===== config.mk =====
export PLATFORM = sky130hd
export DESIGN_NAME = irq_nest_ctrl
export DESIGN_NICKNAME = d
export VERILOG_FILES = /design/src/rtl/irq_nest_pkg.sv /design/src/rtl/irq_ext_input.sv /design/src/rtl/irq_arbiter.sv /design/src/rtl/irq_nest_track.sv /design/src/rtl/irq_nest_ctrl.sv
export SDC_FILE = /design/constraint.sdc
export NUM_CORES = 1
export LEC_CHECK = 0
export BUFFER_PORTS_ARGS = -buffer_cell sky130_fd_sc_hd__buf_4
export CORE_ASPECT_RATIO = 1.25
export CORE_UTILIZATION = 60
export CTS_BUF_LIST = sky130_fd_sc_hd__clkbuf_4 sky130_fd_sc_hd__clkbuf_8
export CTS_CLUSTER_DIAMETER = 150
export CTS_CLUSTER_SIZE = 30
export DETAILED_ROUTE_END_ITERATION = 6
export PLACE_DENSITY = 0.86
export SLEW_MARGIN = 20
export SYNTH_ARGS = -nofsm -noshare
export SYNTH_HDL_FRONTEND = slang
export SYNTH_SLANG_ARGS = --single-unit
export TNS_END_PERCENT = 10

===== constraint.sdc =====
create_clock -name clk -period 3.1 [get_ports clk]
set_clock_uncertainty 0.05 [all_clocks]
set_input_delay 0.155 -clock clk [delete_from_list [all_inputs] [get_ports clk]]
set_output_delay 0.155 -clock clk [all_outputs]
set_load 0.05 [all_outputs]

===== src/rtl/irq_nest_pkg.sv =====
package irq_nest_pkg;
  localparam int IRQ_NUM_SRC = 12;
  localparam int IRQ_NUM_EXT = 2;
  localparam int IRQ_NUM_LVL = 4;
  localparam int IRQ_CFG_DW  = 8;
  localparam int IRQ_VW      = $clog2(IRQ_NUM_SRC);
  localparam int IRQ_LW      = $clog2(IRQ_NUM_LVL);

  typedef logic [IRQ_VW-1:0] irq_vec_t;
  typedef logic [IRQ_LW-1:0] irq_lvl_t;

  typedef enum logic [2:0] {
    CFG_EN_A   = 3'd0,
    CFG_EN_B   = 3'd1,
    CFG_PLO_A  = 3'd2,
    CFG_PLO_B  = 3'd3,
    CFG_PHI_A  = 3'd4,
    CFG_PHI_B  = 3'd5,
    CFG_TRIG   = 3'd6
  } cfg_sel_e;
endpackage


===== src/rtl/irq_ext_input.sv =====
module irq_ext_input (
  input  logic clk,
  input  logic rst_n,
  input  logic pin_n_i,
  input  logic edge_mode_i,
  input  logic clr_i,
  output logic req_o
);
  logic prev_q, prev_d;
  logic flag_q, flag_d;
  logic fall;

  always_comb begin
    fall   = prev_q & ~pin_n_i;
    prev_d = pin_n_i;
    flag_d = flag_q;
    if (clr_i)
      flag_d = 1'b0;
    if (edge_mode_i && fall)
      flag_d = 1'b1;
  end

  always_ff @(posedge clk or negedge rst_n) begin
    if (!rst_n) begin
      prev_q <= 1'b1;
      flag_q <= 1'b0;
    end else begin
      prev_q <= prev_d;
      flag_q <= flag_d;
    end
  end

  assign req_o = edge_mode_i ? flag_q : ~pin_n_i;


  flag_set_chk: assert property (@(posedge clk) disable iff (!rst_n)
    $rose(flag_q) |-> $past(edge_mode_i) && $past(prev_q) && !$past(pin_n_i));


  flag_clr_chk: assert property (@(posedge clk) disable iff (!rst_n)
    clr_i && !(edge_mode_i && prev_q && !pin_n_i) |=> !flag_q);
endmodule


===== src/rtl/irq_arbiter.sv =====
module irq_arbiter import irq_nest_pkg::*; #(
  parameter int NUM_SRC = IRQ_NUM_SRC,
  parameter int NUM_LVL = IRQ_NUM_LVL,
  localparam int VW = $clog2(NUM_SRC),
  localparam int LW = $clog2(NUM_LVL)
) (
  input  logic [NUM_SRC-1:0]         req_i,
  input  logic [NUM_SRC-1:0][LW-1:0] lvl_i,
  input  logic [NUM_LVL-1:0]         allow_i,
  output logic                       win_valid_o,
  output logic [VW-1:0]              win_vec_o,
  output logic [LW-1:0]              win_lvl_o
);
  // Later assignments override earlier ones: levels ascend in the outer
  // loop, indices descend in the inner loop, so the last hit is the
  // highest level and, within it, the lowest index.
  always_comb begin
    win_valid_o = 1'b0;
    win_vec_o   = '0;
    win_lvl_o   = '0;
    for (int l = 0; l < NUM_LVL; l++) begin
      for (int i = NUM_SRC - 1; i >= 0; i--) begin
        if (req_i[i] && allow_i[l] && (lvl_i[i] == LW'(l))) begin
          win_valid_o = 1'b1;
          win_vec_o   = VW'(i);
          win_lvl_o   = LW'(l);
        end
      end
    end
  end
endmodule


===== src/rtl/irq_nest_track.sv =====
module irq_nest_track import irq_nest_pkg::*; #(
  parameter int NUM_LVL = IRQ_NUM_LVL,
  localparam int LW = $clog2(NUM_LVL)
) (
  input  logic               clk,
  input  logic               rst_n,
  input  logic               ack_i,
  input  logic [LW-1:0]      ack_lvl_i,
  input  logic               ret_i,
  output logic [NUM_LVL-1:0] active_o,
  output logic [NUM_LVL-1:0] allow_o
);
  logic [NUM_LVL-1:0] act_q, act_d, top_bit;

  always_comb begin
    top_bit = '0;
    for (int l = 0; l < NUM_LVL; l++)
      if (act_q[l])
        top_bit = NUM_LVL'(1) << l;
    act_d = act_q;
    if (ret_i)
      act_d = act_d & ~top_bit;
    if (ack_i)
      act_d[ack_lvl_i] = 1'b1;
    for (int l = 0; l < NUM_LVL; l++)
      allow_o[l] = ((act_q >> l) == '0);
  end

  always_ff @(posedge clk or negedge rst_n) begin
    if (!rst_n)
      act_q <= '0;
    else if (ack_i || ret_i)
      act_q <= act_d;
  end

  assign active_o = act_q;


  ack_marks_chk: assert property (@(posedge clk) disable iff (!rst_n)
    ack_i && !ret_i |=> act_q[$past(ack_lvl_i)]);


  ret_pops_one_chk: assert property (@(posedge clk) disable iff (!rst_n)
    ret_i && !ack_i && (act_q != '0) |=>
      ($countones(act_q) + 1 == $countones($past(act_q))));
endmodule


===== src/rtl/irq_nest_ctrl.sv =====
module irq_nest_ctrl import irq_nest_pkg::*; #(
  parameter int NUM_SRC = IRQ_NUM_SRC,
  parameter int NUM_EXT = IRQ_NUM_EXT,
  parameter int NUM_LVL = IRQ_NUM_LVL,
  parameter int DW      = IRQ_CFG_DW,
  localparam int VW     = $clog2(NUM_SRC),
  localparam int LW     = $clog2(NUM_LVL),
  localparam int NUM_PER = NUM_SRC - NUM_EXT,
  localparam int EN_A_N  = DW - 1,
  localparam int EN_B_N  = NUM_SRC - EN_A_N,
  localparam int PR_B_N  = NUM_SRC - DW
) (
  input  logic               clk,
  input  logic               rst_n,
  input  logic               cfg_we,
  input  logic [2:0]         cfg_sel,
  input  logic [DW-1:0]      cfg_wdata,
  input  logic [NUM_EXT-1:0] ext_pin_n,
  input  logic [NUM_PER-1:0] periph_req,
  input  logic               insn_start,
  input  logic               sleep,
  input  logic               irq_ack,
  input  logic               irq_ret,
  output logic               irq_req,
  output logic [VW-1:0]      irq_vec,
  output logic               wake
);
  logic [NUM_SRC-1:0] en_q, en_d, plo_q, plo_d, phi_q, phi_d;
  logic               gen_q, gen_d;
  logic [NUM_EXT-1:0] trig_q, trig_d;

  always_comb begin
    en_d   = en_q;
    gen_d  = gen_q;
    plo_d  = plo_q;
    phi_d  = phi_q;
    trig_d = trig_q;
    case (cfg_sel_e'(cfg_sel))
      CFG_EN_A: begin
        gen_d              = cfg_wdata[DW-1];
        en_d[EN_A_N-1:0]   = cfg_wdata[EN_A_N-1:0];
      end
      CFG_EN_B:  en_d[NUM_SRC-1:EN_A_N] = cfg_wdata[EN_B_N-1:0];
      CFG_PLO_A: plo_d[DW-1:0]          = cfg_wdata;
      CFG_PLO_B: plo_d[NUM_SRC-1:DW]    = cfg_wdata[PR_B_N-1:0];
      CFG_PHI_A: phi_d[DW-1:0]          = cfg_wdata;
      CFG_PHI_B: phi_d[NUM_SRC-1:DW]    = cfg_wdata[PR_B_N-1:0];
      CFG_TRIG:  trig_d                 = cfg_wdata[NUM_EXT-1:0];
      default: ;
    endcase
  end

  always_ff @(posedge clk or negedge rst_n) begin
    if (!rst_n) begin
      en_q   <= '0;
      gen_q  <= 1'b0;
      plo_q  <= '0;
      phi_q  <= '0;
      trig_q <= '0;
    end else if (cfg_we) begin
      en_q   <= en_d;
      gen_q  <= gen_d;
      plo_q  <= plo_d;
      phi_q  <= phi_d;
      trig_q <= trig_d;
    end
  end

  // Pending vector register
  logic          pend_vld_q, pend_vld_d;
  logic [VW-1:0] pend_vec_q, pend_vec_d;
  logic [LW-1:0] pend_lvl_q, pend_lvl_d;
  logic          ack_fire;

  assign ack_fire = irq_ack & pend_vld_q;

  // External pins
  logic [NUM_EXT-1:0] ext_req;
  for (genvar e = 0; e < NUM_EXT; e++) begin : g_ext
    irq_ext_input u_ext (
      .clk         (clk),
      .rst_n       (rst_n),
      .pin_n_i     (ext_pin_n[e]),
      .edge_mode_i (trig_q[e]),
      .clr_i       (ack_fire && (pend_vec_q == VW'(e))),
      .req_o       (ext_req[e])
    );
  end

  logic [NUM_SRC-1:0]         elig;
  logic [NUM_SRC-1:0][LW-1:0] src_lvl;
  logic [NUM_LVL-1:0]         lvl_active, lvl_allow;
  logic                       win_vld;
  logic [VW-1:0]              win_vec;
  logic [LW-1:0]              win_lvl;

  assign elig = {periph_req, ext_req} & en_q & {NUM_SRC{gen_q}};

  for (genvar s = 0; s < NUM_SRC; s++) begin : g_lvl
    assign src_lvl[s] = LW'({phi_q[s], plo_q[s]});
  end

  irq_arbiter #(.NUM_SRC(NUM_SRC), .NUM_LVL(NUM_LVL)) u_arb (
    .req_i       (elig),
    .lvl_i       (src_lvl),
    .allow_i     (lvl_allow),
    .win_valid_o (win_vld),
    .win_vec_o   (win_vec),
    .win_lvl_o   (win_lvl)
  );

  irq_nest_track #(.NUM_LVL(NUM_LVL)) u_nest (
    .clk       (clk),
    .rst_n     (rst_n),
    .ack_i     (ack_fire),
    .ack_lvl_i (pend_lvl_q),
    .ret_i     (irq_ret),
    .active_o  (lvl_active),
    .allow_o   (lvl_allow)
  );

  always_comb begin
    pend_vld_d = pend_vld_q;
    pend_vec_d = pend_vec_q;
    pend_lvl_d = pend_lvl_q;
    if (ack_fire) begin
      pend_vld_d = 1'b0;
    end else if (insn_start) begin
      pend_vld_d = win_vld;
      pend_vec_d = win_vec;
      pend_lvl_d = win_lvl;
    end
  end

  always_ff @(posedge clk or negedge rst_n) begin
    if (!rst_n) begin
      pend_vld_q <= 1'b0;
      pend_vec_q <= '0;
      pend_lvl_q <= '0;
    end else if (ack_fire || insn_start) begin
      pend_vld_q <= pend_vld_d;
      pend_vec_q <= pend_vec_d;
      pend_lvl_q <= pend_lvl_d;
    end
  end

  assign irq_req = pend_vld_q;
  assign irq_vec = pend_vec_q;
  assign wake    = sleep & gen_q & (|(ext_req & en_q[NUM_EXT-1:0]));


  pend_above_active_chk: assert property (@(posedge clk) disable iff (!rst_n)
    pend_vld_q |-> ((lvl_active >> pend_lvl_q) == '0));


  top_level_blocks_chk: assert property (@(posedge clk) disable iff (!rst_n)
    lvl_active[NUM_LVL-1] && insn_start && !irq_ret |=> !irq_req);


  global_off_chk: assert property (@(posedge clk) disable iff (!rst_n)
    !gen_q && !cfg_we && insn_start |=> !irq_req);


  vec_range_chk: assert property (@(posedge clk) disable iff (!rst_n)
    irq_req |-> (irq_vec < VW'(NUM_SRC)));


  hold_chk: assert property (@(posedge clk) disable iff (!rst_n)
    !insn_start && !irq_ack |=> $stable(irq_req) && $stable(irq_vec));


  wake_sleep_chk: assert property (@(posedge clk) disable iff (!rst_n)
    !sleep |-> !wake);
endmodule


==> results.md, run 1 <==
* Post-CTS Setup Inserts at 0
* CP Max Fanout at 21
* Clock transition at the registers of the reported paths at 0.10 ns
* Setup WS pre-CTS at 0.505 ns
* Post-Syn Instances at 358
* Syn. warnings at 0
* Setup violators final at 0
* CTS tree: built
* Setup Crit Path Kind: reg -> reg
* Syn_nets at 388
* Max-slew headroom at the worst pin at 0.347
* CP Capture Type: flop
* Worst Setup Slack, final at 0.442 ns
* FFs w/ async S/R, synth at 1.00
* CTS Buffer Depth at 2
* Pin count of the biggest net entering global routing at 55
* WP data required at 3.28 ns
* RSZ-0062 raised after global routing: no
* Final min period at 2.66 ns
* TritonCTS buffer count at 5
* DRC viols at 0
* Grt total ovfl at 0
* H-tree Lvls at 2
* P per Cell Area at 661 nW/um^2
* CTS root buf: clkbuf_8
* Synth cell types at 63
* Largest delay share family, worst path: simple AND/OR/NAND/NOR gates
* Setup TNS at 0 ns
* Share of power burned in registers at 0.432
* Layout cells sized above 1 at 0.237
* Die height at 86.6 um
* DR iter-0 viols at 292
* Worst path slowest cell: dfrtp_1
* Synth Flop Type: dfrtp_1
* ANT nets after route at 0
* Hold/Removal Path Class: in -> reg
* Routed vias at 3,176
* CTS resizes at 0
* Fmax at 376 MHz
* P_leak at 0.00165 uW
* Max IR drop VDD at 0.491 mV
* Final Hold Vio Count at 0
* Area of the core at 5480 sq um
* Synth Cell Area at 3430 sq um
* Buf/Inv on CP at 0
* CTS Sinks at 54
* Outcome: complete, no violations
* Overall power at 2570 uW
* Initial antenna violation count at 0
* Worst hold margin at 0.0118 ns
* Worst slew pin tran at 0.975 ns
* FF+latch count, synth at 54
* Final nets at 426
* Hold-fix buffer count after cts at 4
* DR WL/cell at 20.9 um
* Final wirelength at 9650 um
* Setup crit start kind: flop
* IO buf count at 35
* Internal power at 1550 uW
* Syn avg cell area at 9.59 sq um
* Worst-path cell chain: nor2b_1 -> and3_1 -> o21ai_0 -> a2111oi_0 -> nor4_1 -> a211oi_1
* Number of global-route vias before repair at 3,082
* GRT Util Overall at 0.339
* Vias per Instance at 6.89
* Final period utilization at 0.857
* DR pass1 iterations at 5
* Die width at 69.7 um
* Clock Power Share at 0.186
* Post-synthesis sequential area ratio at 0.394
* Max incr delay on CP at 0.81 ns
* Cell Rows at 30
* # IOs at 36
* Post-synth EDFFs at 0
* Antenna Cells at 0
* Area Overhead vs Synth at 13.4%
* Switching share of power at 0.398
* Sw Pwr at 1020 uW
* Critical path arrival at 2.83 ns
* First-pass GRT wire length at 15,600 um
* Pins Over Slew Limit at 0
* Initial Util at 0.626
* Hpwl dp at 7490 um
* Max-cap violations at 0
* Clock latency on the worst-skew pair at 0.31 ns
* Die area at 6030 sq um
* Comb pwr share at 0.381
* Gpl congestion at 1.06
[flip-flops by register name (all words and copies together) (netlist names), 4 cells and up]
register / flops
en_q: 12
phi_q: 12
plo_q: 12
irq_vec: 4
u_nest.active_o: 4
[cell type report]
class / instances / area [sq um]
Sequential cell: 54 / 1350
Timing Repair Buffer: 40 / 310
Tap cell: 64 / 80.1
Clock buffer: 6 / 76.3
Multi-Input combinational cell: 284 / 1990
Inverter: 11 / 43.8
Fill cell: 463 / 1590
Clock inverter: 2 / 37.5
[synth_stat cells, types with 5 or more instances]
cell      instances  share of area
nand4b_1         11          0.028
dfrtp_1          52           0.38
clkbuf_1          5         0.0055
and4b_1           8          0.023
nor2_1           24          0.026
nand2b_1          6          0.011
nor2b_1           8          0.015
nand2_1          24          0.026
mux2_2           36           0.12
a21oi_1          17          0.025
o31ai_1           7          0.015
and3_1           11          0.020
inv_1            10          0.011
nor3_1           10          0.015
a31oi_1           6          0.011
o21ai_0          21          0.031
nand3_1          12          0.017
[per-stage QoR]
step / std cells / utilization / instance area (sq um)
5_1_grt: 461 / 0.710 / 3890
4_1_cts: 461 / 0.710 / 3890
3_3_place_gp: 449 / 0.682 / 3740
2_1_floorplan: 358 / - / 3430
6_report: 461 / 0.710 / 3890
3_5_place_dp: 449 / 0.682 / 3740
[power by group through the flow]
stage | Sequential [uW] | Clock (uW) | Combinational [uW]
after floorplan | 1110 | 0 | 659
final | 1110 | 480 | 981
after detailed placement | 1120 | 0 | 962
after CTS | 1100 | 489 | 971
after global routing | 1140 | 501 | 1070
after global placement | 1110 | 0 | 953
[cell usage in the layout, fill, tap and decap left out, drive strengths merged, types with 5 or more instances in the layout]
master,count
dfrtp,52
mux2,36
buf,36
nor2,25
nand2,24
o21ai,23
a21oi,17
nand3,12
nor3,12
nand4b,11
and3,11
inv,11
and4b,8
nor2b,8
o31ai,7
nand2b,6
a31oi,6
clkbuf,6
and2,5
nor3b,5
[worst min-delay path, delay by kind of cell]
| kind | cells | cell delay (ns) |
|---|---|---|
| AO/OA/AOI/OAI | 1 | 0.06 |
| buffers and inverters | 1 | 0.09 |
| AND/OR/NAND/NOR | 1 | 0.04 |
[path summary, 6_finish.rpt]
| kind | from | endpoint | slack, ns | cells past startpoint |
|---|---|---|---|---|
| hold / removal | cfg_wdata[5] | plo_q[5] | 0.01 | 3 |
| min in group asynchronous | rst_n | phi_q[1] | 0.38 | 2 |
| max in group asynchronous | rst_n | en_q[2] | 2.16 | 2 |
| setup reg to reg | gen_q | irq_vec[0] | 0.44 | 6 |
| hold reg to reg | pend_lvl_q[0] | u_nest.active_o[0] | 0.44 | 1 |
| setup / recovery | gen_q | irq_vec[0] | 0.44 | 6 |
[logic make-up after synthesis]
logic type             after synthesis  synth area share
AOI/OAI and AO/OA                   93             0.184
and+or+nand+nor                    155             0.277
DFF                                 54             0.394
muxes                               36             0.118
buffers and inverters               20            0.0259
[metal layers]
metal,vias up,share of wire,routed length [um],track usage
met3,45,0.053,514,0.0442
met4,0,0.048,461,0.153
met5,-,0,0,0
met1,1512,0.41,3920,0.413
met2,158,0.49,4760,0.602
li1,1461,-,-,-
Note: power is estimated with default switching activity, not from simulation.
==> run 2, diff against run 1 <==
Settings changed: CORE_MARGIN set to 5, CTS_BUF_LIST sky130_fd_sc_hd__clkbuf_4 sky130_fd_sc_hd__clkbuf_8 to unset.
==> run 2 against run 1 <==
Critical path depth unchanged. Non-clock buffer count increased by 1. Fmax increased by 1.6%. Clock power decreased by 3%. Clock-buffer cell count increased by 1. Core utilization unchanged. First-iteration DRC count decreased by 29%. Worst hold slack improved by 0.011 ns. Combinational power about the same. Total power decreased by 0.72%. Critical path type unchanged. Critical endpoint unchanged. Largest power group unchanged.
==> results.md, run 2 (synthesized netlist as in run 1, its figures left out) <==
* Max incr delay on CP at 0.79 ns
* Clock transition at the registers of the reported paths at 0.09 ns
* Worst reg-to-reg path cell count at 6
* CP Capture Type: flop
* Post-Route Utilization at 0.710
* Vias per Instance at 6.71
* GRT Util Overall at 0.273
* Hold depth at 3
* Worst r2r src: gen_q
* P_leak at 0.00165 uW
* Layout cells sized above 1 at 0.234
* Commonest non-fill, non-tap cells in the layout: 52 x dfrtp_1, 37 x buf_4, 36 x mux2_2
* Initial Util at 0.626
* Pin count of the biggest net entering global routing at 55
* Area Overhead vs Synth at 13.4%
* R2R Setup Slk at 0.48 ns
* Overall power at 2550 uW
* Initial antenna violation count at 0
* CTS root buf: clkbuf_8
* Hold_sp: cfg_wdata[5]
* Hold/Removal Path Class: in -> reg
* Final min period at 2.62 ns
* RSZ-0062 raised after global routing: no
* Hold endpoint: plo_q[5]
* Setup WS pre-CTS at 0.475 ns
* Hold-fix buffer count after cts at 4
* CTS resizes at 0
* Max-slew headroom at the worst pin at 0.403
* Antenna Cells at 0
* CTS Buffer Depth at 2
* Setup TNS at 0 ns
* Grt total ovfl at 0
* Fillers at 446
* TritonCTS buffer count at 5
* CTS Sinks at 54
* Max IR drop VDD at 0.407 mV
* Hpwl dp at 7520 um
* DR pass1 iterations at 4
* Die height at 94.6 um
* Largest registers: en_q (12), phi_q (12), plo_q (12)
* Setup Crit Path Kind: reg -> reg
* IO buf count at 35
* First-pass GRT wire length at 16,000 um
* Die area at 7340 sq um
* Gpl congestion at 0.972
* Reg2reg end: irq_vec[0]
* Max-cap violations at 0
* Routed vias at 3,102
* WP data required at 3.26 ns
* Die width at 77.7 um
* Final period utilization at 0.844
* Worst path slowest cell: dfrtp_1
* # IOs at 36
* Clock latency on the worst-skew pair at 0.31 ns
* Final Hold Vio Count at 0
* Pins Over Slew Limit at 0
* Most common cell after layout, fill and taps aside: dfrtp_1
* Worst hold margin at 0.0223 ns
* Setup violators final at 0
* Post-CTS Setup Inserts at 0
* Final wirelength at 9570 um
* Worst slew pin tran at 0.891 ns
* Fmax at 382 MHz
* CP Max Fanout at 21
* ANT nets after route at 0
* Setup crit start kind: flop
* CTS tree: built
* Area of the core at 5480 sq um
* Area of the multi-input gates at 1990 sq um
* Worst Setup Slack, final at 0.483 ns
* DR iter-0 viols at 206
* DR WL/cell at 20.7 um
* Critical path arrival at 2.78 ns
* Number of global-route vias before repair at 3,128
* Worst-path cell chain: nor2b_1 -> and3_1 -> o21ai_0 -> a2111oi_0 -> nor4_1 -> a211oi_1
* FF/Latch Area at 1350 sq um
* Cell Rows at 30
* P per Cell Area at 656 nW/um^2
* Final nets at 427
* H-tree Lvls at 2
* Outcome: complete, no violations
* DRC viols at 0
run 2: cell count changes in the layout (fill, tap and decap cells not counted), sizes merged:
cell,before,now
clkbuf,6,7
clkinvlp,1,0
buf,36,37
run 2: power by group:
| part | internal [uW] | switching [uW] | total [uW] | leakage, uW |
|---|---|---|---|---|
| sequential | 885 | 223 | 1110 | 0.000654 |
| combinational | 418 | 564 | 982 | 0.000943 |
| clock | 242 | 222 | 464 | 0.0000524 |
run 2: layout make-up:
type	instances	share of cell area
tap	64	0.0206
multi-input combinational	284	0.511
timing repair buffer	41	0.0816
inverter	11	0.0113
sequential	54	0.348
clock inverter	1	0.00771
clock buffer	7	0.0196
run 2: metrics by stage:
stage | instances | area [sq um]
4_1_cts | 462 | 3890
3_3_place_gp | 450 | 3750
6_report | 462 | 3890
2_1_floorplan | 358 | 3430
5_1_grt | 462 | 3890
3_5_place_dp | 450 | 3750
run 2: worst max path at each step:
stage                  to  cells past startpoint  startpoint  slack [ns]
2_1_floorplan        wake                      5       gen_q        0.90
3_3_place_gp   irq_vec[0]                      6       gen_q        0.55
3_5_place_dp   irq_vec[0]                      6       gen_q        0.48
4_1_cts        irq_vec[0]                      6       gen_q        0.46
5_1_grt        irq_vec[0]                      6       gen_q        0.11
6_report       irq_vec[0]                      6       gen_q        0.48
run 2: layer usage:
metal	vias up	GRT usage	wire length, um
met3	25	0.0477	474
met4	0	0.105	328
li1	1457	-	-
met2	96	0.480	4860
met1	1524	0.330	3910
met5	-	0	0
run 2: worst max-delay path, delay by kind of cell, from the launching register on:
family / cells / cell delay [ns]
compound gates: 3 / 0.76
flops: 1 / 0.79
simple gates: 3 / 0.93
==> run 3, diff against run 2 <==
Settings changed: CORE_UTILIZATION 60 to 53, PLACE_DENSITY 0.86 to 0.81.
Clock period 3.1 ns to 2.3 ns, I/O delays scaled along.
==> run 3 against run 2 <==
Die area is 12% higher. Worst setup slack worse by 0.44 ns. Total power grew 48%. Critical path type unchanged. Largest cell class unchanged.
==> results.md, run 3 (synthesized netlist as in run 1, its figures left out) <==
* Outcome: complete, no violations
* WP data required at 2.44 ns
* ANT nets after route at 0
* P_leak at 0.00184 uW
* Dpl cells at 504
* Reg2reg end: irq_vec[0]
* Die area at 8200 sq um
* Buf/Inv on CP at 3
* Grt total ovfl at 0
* Overall power at 3770 uW
* Max IR drop VDD at 0.496 mV
* Final wirelength at 10,400 um
* Final Hold Vio Count at 0
* Largest registers: en_q (12), phi_q (12), plo_q (12)
* DR pass1 iterations at 4
* Die width at 82.0 um
* WP depth at 8
* Max-slew headroom at the worst pin at 0.549
* Worst path slowest cell: or4b_2
* GRT Util Overall at 0.266
* Initial antenna violation count at 0
* R2R Setup Slk at 0.04 ns
* Worst Setup Slack, final at 0.0435 ns
* Max-cap violations at 0
* CP Capture Type: flop
* Pin count of the biggest net entering global routing at 55
* DRC viols at 0
* RSZ-0062 raised after global routing: yes
* TritonCTS buffer count at 5
* Most common cell after layout, fill and taps aside: buf_4
* Setup WS pre-CTS at -0.105 ns
* Final min period at 2.26 ns
* Worst r2r src: gen_q
* Fmax at 443 MHz
* Worst-path cell chain: buf_6 -> inv_4 -> buf_4 -> or4b_2 -> o21ai_0 -> a2111oi_2 -> nor4_1 -> a211oi_1
* # IOs at 36
* DR WL/cell at 19.9 um
* CP Max Fanout at 5
* Pins Over Slew Limit at 0
* Setup crit start kind: flop
* Fillers at 516
* Final period utilization at 0.981
* Area Overhead vs Synth at 25.5%
* Final instance area at 4310 sq um
* Antenna Cells at 0
* Routed vias at 3,274
* Hold/Removal Path Class: in -> reg
* Largest delay share family, worst path: simple AND/OR/NAND/NOR gates
* Worst reg-to-reg path cell count at 8
* Total placed instance area at 4020 sq um
* Initial Util at 0.550
* CTS Sinks at 54
* Number of global-route vias before repair at 3,275
* H-tree Lvls at 2
* Max incr delay on CP at 0.68 ns
* First-pass GRT wire length at 16,700 um
* P per Cell Area at 875 nW/um^2
* DR iter-0 viols at 174
* Hpwl dp at 8150 um
* Gpl congestion at 0.997
* CTS root buf: clkbuf_8
* Final nets at 465
* Area of the core at 6250 sq um
* Post-Route Utilization at 0.690
* Worst slew pin tran at 0.676 ns
* CP Launch Point: gen_q
* Critical path arrival at 2.39 ns
* Layout cells sized above 1 at 0.330
* Vias per Instance at 6.28
* Finished Layout Cells at 521
* CTS tree: built
* Setup violators final at 0
* Cell Rows at 32
* Clock latency on the worst-skew pair at 0.31 ns
* CTS Buffer Depth at 2
* Setup Crit Path Kind: reg -> reg
* CP Capture Point: irq_vec[0]
* IO buf count at 35
* Commonest non-fill, non-tap cells in the layout: 70 x buf_4, 50 x dfrtp_1, 36 x mux2_2
* Clock transition at the registers of the reported paths at 0.10 ns
* Die height at 100 um
[run 3: cell types whose count changed in the layout (fill, tap and decap cells not counted), moves of 2 or more]
cell and delta:
buf_6 +3, dfrtp_2 +2, a21oi_1 -2, dlygate4sd3_1 +2, a21oi_2 +2, a31oi_1 -2, buf_4 +33, dfrtp_1 -2
o21ai_0 -2, o21ai_1 +2
[run 3: how the worst min path moves through the flow]
stage	slack, ns	from	endpoint	cells past startpoint
after floorplan	-0.23	rst_n	en_q[0]	0
after global placement	0.13	rst_n	g_ext[0].u_ext.flag_q	1
after detailed placement	0.15	rst_n	g_ext[0].u_ext.flag_q	1
after CTS	0.01	cfg_wdata[6]	phi_q[6]	2
after global routing	0.01	cfg_wdata[6]	phi_q[6]	2
final	0.02	cfg_wdata[6]	phi_q[6]	2
[run 3: report_power, final]
group | total (uW) | internal (uW) | switching (uW)
combinational | 1720 | 816 | 900
clock | 573 | 250 | 323
sequential | 1480 | 1190 | 288
total | 3770 | 2260 | 1510
[run 3: timing repair]
item,4_1_cts,5_1_grt
hold buffers,6,0
pin swaps,0,12
resized for setup,2,22
hold endpoints to repair,59,0
buffers inserted,0,3
endpoints found under the setup margin,2,7
[run 3: stage by stage]
stage	setup TNS (ns)	hold WS, ns
after floorplan	0	-0.231
after global placement	-0.0578	0.130
after detailed placement	-0.122	0.147
after CTS	0	0.0142
after global routing	-0.0726	0.0143
final	0	0.0187
[run 3: final cells by class]
class                      count  area [sq um]  share of cell area
tap                           85           106              0.0247
clock buffer                   7          86.3              0.0200
clock inverter                 1          8.76             0.00203
inverter                      11          43.8              0.0102
sequential                    54          1360               0.315
timing repair buffer          79           619               0.144
multi-input combinational    284          2090               0.484
[run 3: worst reg2reg max path, stage by stage, from the launching register on]
cell and delay (ns):
dfrtp_2 0.43, buf_6 0.12, inv_4 0.03, buf_4 0.14, or4b_2 0.68, o21ai_0 0.24
a2111oi_2 0.11, nor4_1 0.24, a211oi_1 0.10
[run 3: routing by layer]
layer / up-vias / global-route usage / wire length (um)
met1: 1596 / 0.331 / 4300
met2: 110 / 0.445 / 5190
met4: 0 / 0.129 / 463
li1: 1530 / - / -
met3: 38 / 0.0359 / 424
met5: - / 0 / 0
